**config.mk**
```make
export PLATFORM = sky130hd
export DESIGN_NAME = pic_cmd_seq
export DESIGN_NICKNAME = d
export VERILOG_FILES = /design/src/rtl/pic_cmd_pkg.sv /design/src/rtl/pic_cmd_classify.sv /design/src/rtl/pic_init_fsm.sv /design/src/rtl/pic_eoi_gen.sv /design/src/rtl/pic_cmd_seq.sv
export SDC_FILE = /design/constraint.sdc
export NUM_CORES = 1
export LEC_CHECK = 0
export ABC_AREA = 1
export CORE_ASPECT_RATIO = 0.7
export CORE_MARGIN = 3
export CORE_UTILIZATION = 40
export CTS_CLUSTER_SIZE = 10
export DETAILED_ROUTE_END_ITERATION = 10
export GPL_TIMING_DRIVEN = 0
export PLACE_DENSITY = 0.83
export REMOVE_ABC_BUFFERS = 1
export SETUP_SLACK_MARGIN = 0.5
export SLEW_MARGIN = 30
export SYNTH_ARGS = -nofsm -noshare
export SYNTH_HDL_FRONTEND = slang
export SYNTH_SLANG_ARGS = --single-unit
```
**constraint.sdc**
```tcl
create_clock -name clk -period 1.3 [get_ports clk]
set_input_delay 0.13 -clock clk [delete_from_list [all_inputs] [get_ports clk]]
set_output_delay 0.13 -clock clk [all_outputs]
set_load 0.005 [all_outputs]
```
**src/rtl/pic_cmd_pkg.sv**
```systemverilog
package pic_cmd_pkg;
    localparam int NUM_LINES = 8;
    localparam int LINE_W    = $clog2(NUM_LINES);
    localparam int BASE_LSB  = LINE_W;

    typedef enum logic [1:0] {
        ST_IDLE      = 2'd0,
        ST_WAIT_BASE = 2'd1,
        ST_WAIT_CASC = 2'd2,
        ST_WAIT_MODE = 2'd3
    } init_step_e;

    typedef enum logic [1:0] {
        CMD_NONE = 2'd0,
        CMD_INIT = 2'd1,
        CMD_EOI  = 2'd2,
        CMD_RSEL = 2'd3
    } cmd_kind_e;

    localparam logic [2:0] OP_EOI_NONSPEC = 3'b001;
    localparam logic [2:0] OP_EOI_SPEC    = 3'b011;
endpackage

```
**src/rtl/pic_cmd_classify.sv**
```systemverilog
module pic_cmd_classify
    import pic_cmd_pkg::*;
(
    input  logic       wr_en,
    input  logic       addr,
    input  logic [1:0] sel_bits,
    output cmd_kind_e  kind
);
    always_comb begin
        if (!wr_en || addr)
            kind = CMD_NONE;
        else if (sel_bits[1])
            kind = CMD_INIT;
        else if (sel_bits[0])
            kind = CMD_RSEL;
        else
            kind = CMD_EOI;
    end
endmodule

```
**src/rtl/pic_init_fsm.sv**
```systemverilog
module pic_init_fsm
    import pic_cmd_pkg::*;
(
    input  logic                 clk,
    input  logic                 rst_n,
    input  logic                 is_master,
    input  cmd_kind_e            kind,
    input  logic                 wr1,
    input  logic [NUM_LINES-1:0] wdata,
    output logic [NUM_LINES-1:0] mask,
    output logic [NUM_LINES-1:0] vec_base,
    output logic [NUM_LINES-1:0] casc_cfg,
    output logic                 auto_eoi,
    output logic                 edge_trig,
    output logic                 cascade_mode
);
    init_step_e state_q, state_d;
    logic       need_mode_q;

    always_ff @(posedge clk) begin
        if (!rst_n) state_q <= ST_IDLE;
        else        state_q <= state_d;
    end

    always_comb begin
        state_d = state_q;
        if (kind == CMD_INIT) begin
            state_d = ST_WAIT_BASE;
        end else if (wr1) begin
            unique case (state_q)
                ST_IDLE:      state_d = ST_IDLE;
                ST_WAIT_BASE: state_d = cascade_mode ? ST_WAIT_CASC : ST_IDLE;
                ST_WAIT_CASC: state_d = need_mode_q ? ST_WAIT_MODE : ST_IDLE;
                ST_WAIT_MODE: state_d = ST_IDLE;
            endcase
        end
    end

    always_ff @(posedge clk) begin
        if (!rst_n) begin
            mask         <= '0;
            vec_base     <= '0;
            casc_cfg     <= '0;
            auto_eoi     <= 1'b0;
            edge_trig    <= 1'b0;
            cascade_mode <= 1'b0;
            need_mode_q  <= 1'b0;
        end else if (kind == CMD_INIT) begin
            mask         <= '0;
            edge_trig    <= wdata[3];
            cascade_mode <= ~wdata[1];
            need_mode_q  <= wdata[0];
            if (!wdata[0]) auto_eoi <= 1'b0;
        end else if (wr1) begin
            unique case (state_q)
                ST_IDLE: mask <= wdata;
                ST_WAIT_BASE: begin
                    vec_base <= {wdata[NUM_LINES-1:BASE_LSB], {BASE_LSB{1'b0}}};
                    if (!cascade_mode) casc_cfg <= '0;
                end
                ST_WAIT_CASC:
                    casc_cfg <= is_master ? wdata
                                          : {{(NUM_LINES-LINE_W){1'b0}}, wdata[LINE_W-1:0]};
                ST_WAIT_MODE: auto_eoi <= wdata[1];
            endcase
        end
    end

    AST_CASC_AFTER_BASE: assert property (@(posedge clk) disable iff (!rst_n)
        (state_q == ST_WAIT_CASC) |-> ($past(state_q) == ST_WAIT_BASE || $past(state_q) == ST_WAIT_CASC));
    AST_MODE_NEEDS_FLAG: assert property (@(posedge clk) disable iff (!rst_n)
        (state_q == ST_WAIT_MODE) |-> need_mode_q);
    AST_INIT_CLEARS_MASK: assert property (@(posedge clk) disable iff (!rst_n)
        (kind == CMD_INIT) |=> (mask == '0 && state_q == ST_WAIT_BASE));
    AST_SINGLE_NO_CASC: assert property (@(posedge clk) disable iff (!rst_n)
        (state_q == ST_WAIT_BASE && wr1 && !cascade_mode) |=> (casc_cfg == '0 && state_q == ST_IDLE));
endmodule

```
**src/rtl/pic_eoi_gen.sv**
```systemverilog
module pic_eoi_gen
    import pic_cmd_pkg::*;
(
    input  logic                 clk,
    input  logic                 rst_n,
    input  logic                 op_wr,
    input  logic [2:0]           op_code,
    input  logic [LINE_W-1:0]    op_line,
    input  logic [NUM_LINES-1:0] isr,
    output logic                 eoi_valid,
    output logic                 eoi_specific,
    output logic [LINE_W-1:0]    eoi_line
);
    logic              top_found;
    logic [LINE_W-1:0] top_idx;

    always_comb begin
        top_found = 1'b0;
        top_idx   = '0;
        for (int i = 0; i < NUM_LINES; i++) begin
            if (isr[i]) begin
                top_found = 1'b1;
                top_idx   = LINE_W'(i);
            end
        end
    end

    always_ff @(posedge clk) begin
        if (!rst_n) begin
            eoi_valid    <= 1'b0;
            eoi_specific <= 1'b0;
            eoi_line     <= '0;
        end else begin
            eoi_valid <= 1'b0;
            if (op_wr && op_code == OP_EOI_SPEC) begin
                eoi_valid    <= 1'b1;
                eoi_specific <= 1'b1;
                eoi_line     <= op_line;
            end else if (op_wr && op_code == OP_EOI_NONSPEC && top_found) begin
                eoi_valid    <= 1'b1;
                eoi_specific <= 1'b0;
                eoi_line     <= top_idx;
            end
        end
    end

    AST_EOI_FROM_WRITE: assert property (@(posedge clk) disable iff (!rst_n)
        eoi_valid |-> $past(op_wr));
    AST_NS_EOI_TOP_LINE: assert property (@(posedge clk) disable iff (!rst_n)
        (eoi_valid && !eoi_specific) |-> (($past(isr) >> eoi_line) == NUM_LINES'(1)));
endmodule

```
**src/rtl/pic_cmd_seq.sv**
```systemverilog
module pic_cmd_seq
    import pic_cmd_pkg::*;
(
    input  logic       clk,
    input  logic       rst_n,
    input  logic       is_master_i,
    input  logic       addr_i,
    input  logic [7:0] wdata_i,
    input  logic       wr_en_i,
    input  logic       rd_en_i,
    output logic [7:0] rdata_o,
    input  logic [7:0] req_i,
    input  logic [7:0] isr_i,
    output logic [7:0] mask_o,
    output logic [7:0] vec_base_o,
    output logic [7:0] casc_cfg_o,
    output logic       auto_eoi_o,
    output logic       edge_trig_o,
    output logic       cascade_mode_o,
    output logic       eoi_valid_o,
    output logic       eoi_specific_o,
    output logic [2:0] eoi_line_o
);
    cmd_kind_e kind;
    logic      rd_req_q;

    pic_cmd_classify u_classify (
        .wr_en    (wr_en_i),
        .addr     (addr_i),
        .sel_bits (wdata_i[4:3]),
        .kind     (kind)
    );

    pic_init_fsm u_fsm (
        .clk          (clk),
        .rst_n        (rst_n),
        .is_master    (is_master_i),
        .kind         (kind),
        .wr1          (wr_en_i && addr_i),
        .wdata        (wdata_i),
        .mask         (mask_o),
        .vec_base     (vec_base_o),
        .casc_cfg     (casc_cfg_o),
        .auto_eoi     (auto_eoi_o),
        .edge_trig    (edge_trig_o),
        .cascade_mode (cascade_mode_o)
    );

    pic_eoi_gen u_eoi (
        .clk          (clk),
        .rst_n        (rst_n),
        .op_wr        (kind == CMD_EOI),
        .op_code      (wdata_i[7:5]),
        .op_line      (wdata_i[2:0]),
        .isr          (isr_i),
        .eoi_valid    (eoi_valid_o),
        .eoi_specific (eoi_specific_o),
        .eoi_line     (eoi_line_o)
    );

    always_ff @(posedge clk) begin
        if (!rst_n) begin
            rd_req_q <= 1'b1;
            rdata_o  <= '0;
        end else begin
            if (kind == CMD_RSEL && wdata_i[1]) rd_req_q <= wdata_i[0];
            if (rd_en_i) rdata_o <= addr_i ? mask_o : (rd_req_q ? req_i : isr_i);
        end
    end

    AST_READ_MASK: assert property (@(posedge clk) disable iff (!rst_n)
        (rd_en_i && addr_i) |=> (rdata_o == $past(mask_o)));
    AST_RDATA_HOLD: assert property (@(posedge clk) disable iff (!rst_n)
        !rd_en_i |=> $stable(rdata_o));
endmodule

```
### After elaboration in Yosys (flattened, before gate mapping)

Cells that the tools add are included.

| cells by class | value |
|---|---|
| bitwise logic cells | 3 |
| multiplexer cells | 38 |
| multipliers | 0 |
| eq/ne operators | 10 |
| shift-type cells | 0 |
| divide/modulo/power cells | 0 |
| reductions and logical operators | 18 |
| add/subtract/negate cells | 0 |
| order comparisons | 0 |

Operators with widths:

| operator | number |
|---|---|
| two-way mux 8 bit | 4 |
| two-way mux 1 bit | 20 |
| two-way mux 3 bit | 6 |
| one-hot mux 8 bit (2 select lines) | 1 |
| two-way mux 2 bit | 6 |
| equality test 2 bit, second input constant | 4 |
| nonzero test 2 bit | 4 |
| one-hot mux 2 bit (3 select lines) | 1 |
| AND reduction 3 bit | 2 |
| logical AND 1 bit | 5 |
| equality test 2 x 1 -> 1 bit, second input constant | 2 |
| inequality test 2 bit, second input constant | 2 |
| AND reduction 4 bit | 1 |
| OR reduction 2 bit | 2 |
| equality test 3 x 1 -> 1 bit, second input constant | 1 |
| equality test 3 x 2 -> 1 bit, second input constant | 1 |
| NOT 1 bit | 3 |
| zero test 2 bit | 1 |
| AND reduction 2 bit | 1 |
| zero test 1 bit | 1 |
| logical OR 1 bit | 1 |

| word-level totals | value |
|---|---|
| word-level logic and storage cells | 83 |
| ROM bits | 0 |
| bits in writable memories | 0 |
| input port bits | 30 |
| output and inout bits | 40 |
| bits in registers | 41 |
| memories kept | 0 |
| latch bits | 0 |

### Depth between registers and ports, before layout

| depth | value |
|---|---|
| depth in word-level cells | 11 |
| mapped depth | 10 |
| gate-level depth less buffers | 10 |

### Modules after synthesis

Synthesis repeated with hierarchy kept, for this count alone.

| unflattened totals | value |
|---|---|
| cells, all modules | 310 |
| area, all modules | 2110.8 sq um |

Modules (own cells, without submodules):

| module | instances | area each (sq um) | cells each |
|---|---|---|---|
| pic_init_fsm | 1 | 1223.7 | 162 |
| pic_cmd_seq | 1 | 533.0 | 86 |
| pic_eoi_gen | 1 | 335.3 | 57 |
| pic_cmd_classify | 1 | 18.8 | 5 |

### Worst setup path after synthesis

No wires, ideal clock.

| timing | value |
|---|---|
| path type | reg2reg |
| from | register u_fsm.state_q[1] |
| to | register u_fsm.casc_cfg[7] |
| cell stages (with the launch flop) | 8 |
| arrival time | 1.123 ns |
| required time | 1.166 ns |
| slack | 0.043 ns |
| buffers on the path | 0 |
| cell sequence | dfxtp_1 -> inv_1 -> ha_1 -> nand2_1 -> nand3_4 -> clkinv_2 -> nand4_1 -> a21oi_1 |

| on the way | value |
|---|---|
| longest elaborated chain between the ends | 3 |
| elaborated cells between the ends (all ways) | 6 |
| those cells by class | eq/ne: 3; mux: 1; reduce/logical: 2 |

Ends and longest elaborated chain:

| item | line | RTL |
|---|---|---|
| from (decl) | pic_init_fsm.sv:17 | `init_step_e state_q, state_d;` |
| from (signal assigned) | pic_init_fsm.sv:22 | `else state_q <= state_d;` |
| equality test 2 x 1 -> 1 bit / equality test 2 bit (equally long branches) | pic_init_fsm.sv:55 | `unique case (state_q)` |
| inequality test 2 bit (no source line) / nonzero test 2 bit (equally long branches) | n/a |  |
| AND reduction 4 bit (no source line) | n/a |  |
| to (signal assigned) | pic_init_fsm.sv:62 | `casc_cfg <= is_master ? wdata` |
| to (decl) | pic_init_fsm.sv:12 | `output logic [NUM_LINES-1:0] casc_cfg,` |

Parallel ways exist; a longest one is shown, timed or not.
A chain may end at the register's enable or synchronous reset.

### Worst setup path in the final report

| timing | value |
|---|---|
| from | register u_fsm.state_q[0] |
| to | register u_fsm.casc_cfg[4] |

Same word-level chain as after synthesis.

==> flow_summary.ini <==
[floorplanning]
dieArea_mm2 = 0.00575
core_area_mm2 = 0.00450
ios = 70
start_util = 0.432
dieWidth_um = 89.4
rows = 20
die_y_um = 64.4

[pwr]
powerDensity_mw_per_mm2 = 859
leakagePower_nw = 1.43
vdd.ir_drop.worst_mv = 0.699
power.total_mw = 2.88

[clock_network]
htreeDepth = 2
numCtsBuffers = 5
clock_path_buffers = 2
clock_sinks = 41
tritoncts = built
ctsHoldBuffers = 0
path_clk_slew_ns = 0.09
clockRootBuffer = clkbuf_8
insertion_delay_ns = 0.30

[setup_path]
crit_chain = inv_4, ha_4, nand3_4, clkinv_4, nand4_1, a21oi_1
cp_data_required_time_ns = 1.51
slowest_delay_ns = 0.40
crit_type = register to register
arrival_ns = 1.57
rrSetupSlack_ns = -0.06
reg2reg_to = u_fsm.casc_cfg[4]$_SDFFE_PN0P_
cp_num_cells = 6
r2r_start = u_fsm.state_q[0]$_SDFFE_PN0P_
rr_worst_depth = 6
cp-end-kind = register
critPathSlowestCell = dfxtp_4
crit_fanout = 8
cp-start-kind = register
cpLargestDelayFamily = flip-flops
critPathBufInv = 2

[yosys]
synth.distinct_cells = 31
synth.avg_cell_area_um2 = 7.34
async_reset_ff_frac = 0
ys_seq_area_frac = 0.422
syn_inst = 265
yosys_warnings = 0
synth_seq_cells = 41
synth_edf_count = 0
syn_area_mm2 = 0.00195
ys_dominant_reg_cell = dfxtp_1

[sta]
finalWorstSetupSlack_ns = -0.0556
setup_viol = 2
max_freq_mhz = 738
rsz0062_at_grt = true
drv_slew = 0
hold_viol_final = 0
relSlewSlack = 0.653
worst_pin_slew_ns = 0.520
holdWs_ns = 0.111
post-route-period-util = 1.04
fin_skew_ns = 0.00819
post-route-min-period_ns = 1.36

[routing]
drtIter0Drc = 262
via_count = 2566
wl_per_cell_um = 20.0
drt_first_pass_iters = 5
drcViolationCount = 0
wirelength_mm = 8.60
routed_via_density = 5.95
postRouteAntennaNets = 0

[placement]
io_buffers = 66
hpwl_mm = 3.95
gp_congestion = 0.857
post-place-ws_ns = -0.590

[global_routing]
antenna_found_initial = 0
grt_pass1_vias = 2238
overflow = 0
grt_first_pass_wirelength_mm = 10.7
grt.total_usage = 0.241
grt_max_degree = 19

[layout]
fill_cells = 255
fin_util = 0.744
fin_nets = 410
multi_input_area_mm2 = 0.00127
seq_area_um2 = 877
antenna_cells = 0
drive_gt1_frac = 0.622
area_growth_pct = 72.3

[min_path]
holdPathEnd = rdata_o[1]$_SDFFE_PN0P_
whs_path_depth = 3
worstHoldStart = addr_i
worst_hold_path_type = input port to register

[outcome]
outcome = finished with violations
failed_checks = negative setup slack

[flow_run]
maxCapViolations = 0
==> worst max-delay path by stage <==
stage                                        startpoint                             end  slack (ns)
after floorplan           u_fsm.state_q[1]$_SDFFE_PP0P_  u_fsm.casc_cfg[3]$_SDFFE_PN0P_        0.03
after global placement                           addr_i  u_fsm.casc_cfg[5]$_SDFFE_PN0P_       -0.53
after detailed placement                          rst_n           rd_req_q$_SDFFE_PN1P_       -0.59
after CTS                 u_fsm.state_q[0]$_SDFFE_PN0P_  u_fsm.casc_cfg[4]$_SDFFE_PN0P_        0.11
after global routing      u_fsm.state_q[0]$_SDFFE_PN0P_  u_fsm.casc_cfg[4]$_SDFFE_PN0P_       -0.04
final                     u_fsm.state_q[0]$_SDFFE_PN0P_  u_fsm.casc_cfg[4]$_SDFFE_PN0P_       -0.06
==> registers in the layout, summed over array words and instances, names as in the netlist <==
name and cells:
u_fsm.cascade_mode 1, u_eoi.eoi_valid 1, u_fsm.auto_eoi 1, u_eoi.eoi_line 3
rdata_o 8, u_fsm.mask 8, u_eoi.eoi_specific 1, u_fsm.state_q 2
u_fsm.casc_cfg 8, rd_req_q 1, u_fsm.need_mode_q 1, u_fsm.vec_base 5
u_fsm.edge_trig 1
==> stage by stage <==
stage          std cells  TNS [ns]  cell area [um2]
2_1_floorplan        253         0             1880
3_3_place_gp         374    -16.17             2610
3_5_place_dp         374    -17.56             2610
4_1_cts              419         0             2990
5_1_grt              431    -0.110             3350
6_report             431   -0.0610             3350
==> Yosys cell counts (4+ instances only) <==
master    number  area share
buf_2          4       0.010
dfxtp_1       41        0.42
nand2_1       74        0.14
a21oi_1       29       0.075
ha_1           5       0.032
nor2_1         8       0.015
nand4_1        5       0.016
clkbuf_1       4      0.0077
a31oi_1        9       0.029
inv_1         15       0.029
buf_4          5       0.019
nand3_1       20       0.051
o21ai_0       19       0.049
nand2_2        5       0.016
==> tightest hold or removal path, stage by stage <==
cell	delay [ns]
buf_12	0.13
nand2_1	0.06
a31oi_1	0.06
==> what timing repair did <==
action,CTS,global route
setup endpoints to repair,78,75
resized for setup,311,81
pin swaps,25,25
buffers inserted,36,12
cloned,1,0
==> cell type report <==
type	instances	share of cell area
sequential	41	0.262
multi-input combinational	193	0.379
clock inverter	2	0.00410
timing repair buffer	114	0.279
inverter	19	0.0291
clock buffer	6	0.0246
timing repair inverter	1	0.00224
tap	55	0.0205
==> cells in the final DEF (no fill, tap or decap), types with 2 or more instances in the layout <==
cell,Yosys,layout
dfxtp_1,41,2
nand3_1,20,18
clkdlybuf4s15_1,0,3
inv_2,2,9
dlygate4sd2_1,0,2
ha_1,5,2
nand3_2,1,2
buf_8,0,2
o21ai_2,0,7
ha_4,0,3
conb_1,1,3
clkinv_4,1,4
inv_1,15,3
dfxtp_2,0,36
o21ai_0,19,9
nand2_2,5,21
nand4_1,5,5
inv_4,0,3
nand2_1,74,50
clkbuf_2,1,3
o21ai_1,1,2
buf_12,0,2
a21oi_1,29,20
nor3_1,2,2
o21ai_4,0,2
buf_2,4,27
buf_6,0,20
clkdlybuf4s50_1,0,10
buf_4,5,43
clkbuf_8,0,6
nor2_2,3,5
clkinvlp_4,0,2
nor2_1,8,2
nor2_4,2,6
dfxtp_4,0,3
a31oi_1,9,8
a21oi_2,1,10
nand2_4,1,8
nand3_4,1,2
==> cells by family (layout without fill, tap and decap cells) <==
kind of cell               Yosys count  in the layout  share of synthesized area
adders and majority gates            5              5                     0.0322
AOI/OAI and AO/OA                   61             61                      0.168
buffers and inverters               33            142                     0.0797
and+or+nand+nor                    124            124                      0.296
other                                1              3                    0.00193
DFF                                 41             41                      0.422
==> per-layer routing <==
metal / vias up / track usage / wire [um]
met5: - / 0 / 0
met4: 0 / 0.0985 / 488
met3: 58 / 0.0593 / 804
met2: 197 / 0.392 / 4040
met1: 1213 / 0.301 / 3270
li1: 1098 / - / -
==> power by group <==
group          total, mW  switching, mW  internal [mW]
combinational      0.621          0.342          0.279
sequential          1.33         0.0337           1.30
clock              0.925          0.494          0.431
total               2.88          0.869           2.01
Note: power is estimated with default switching activity, not from simulation.
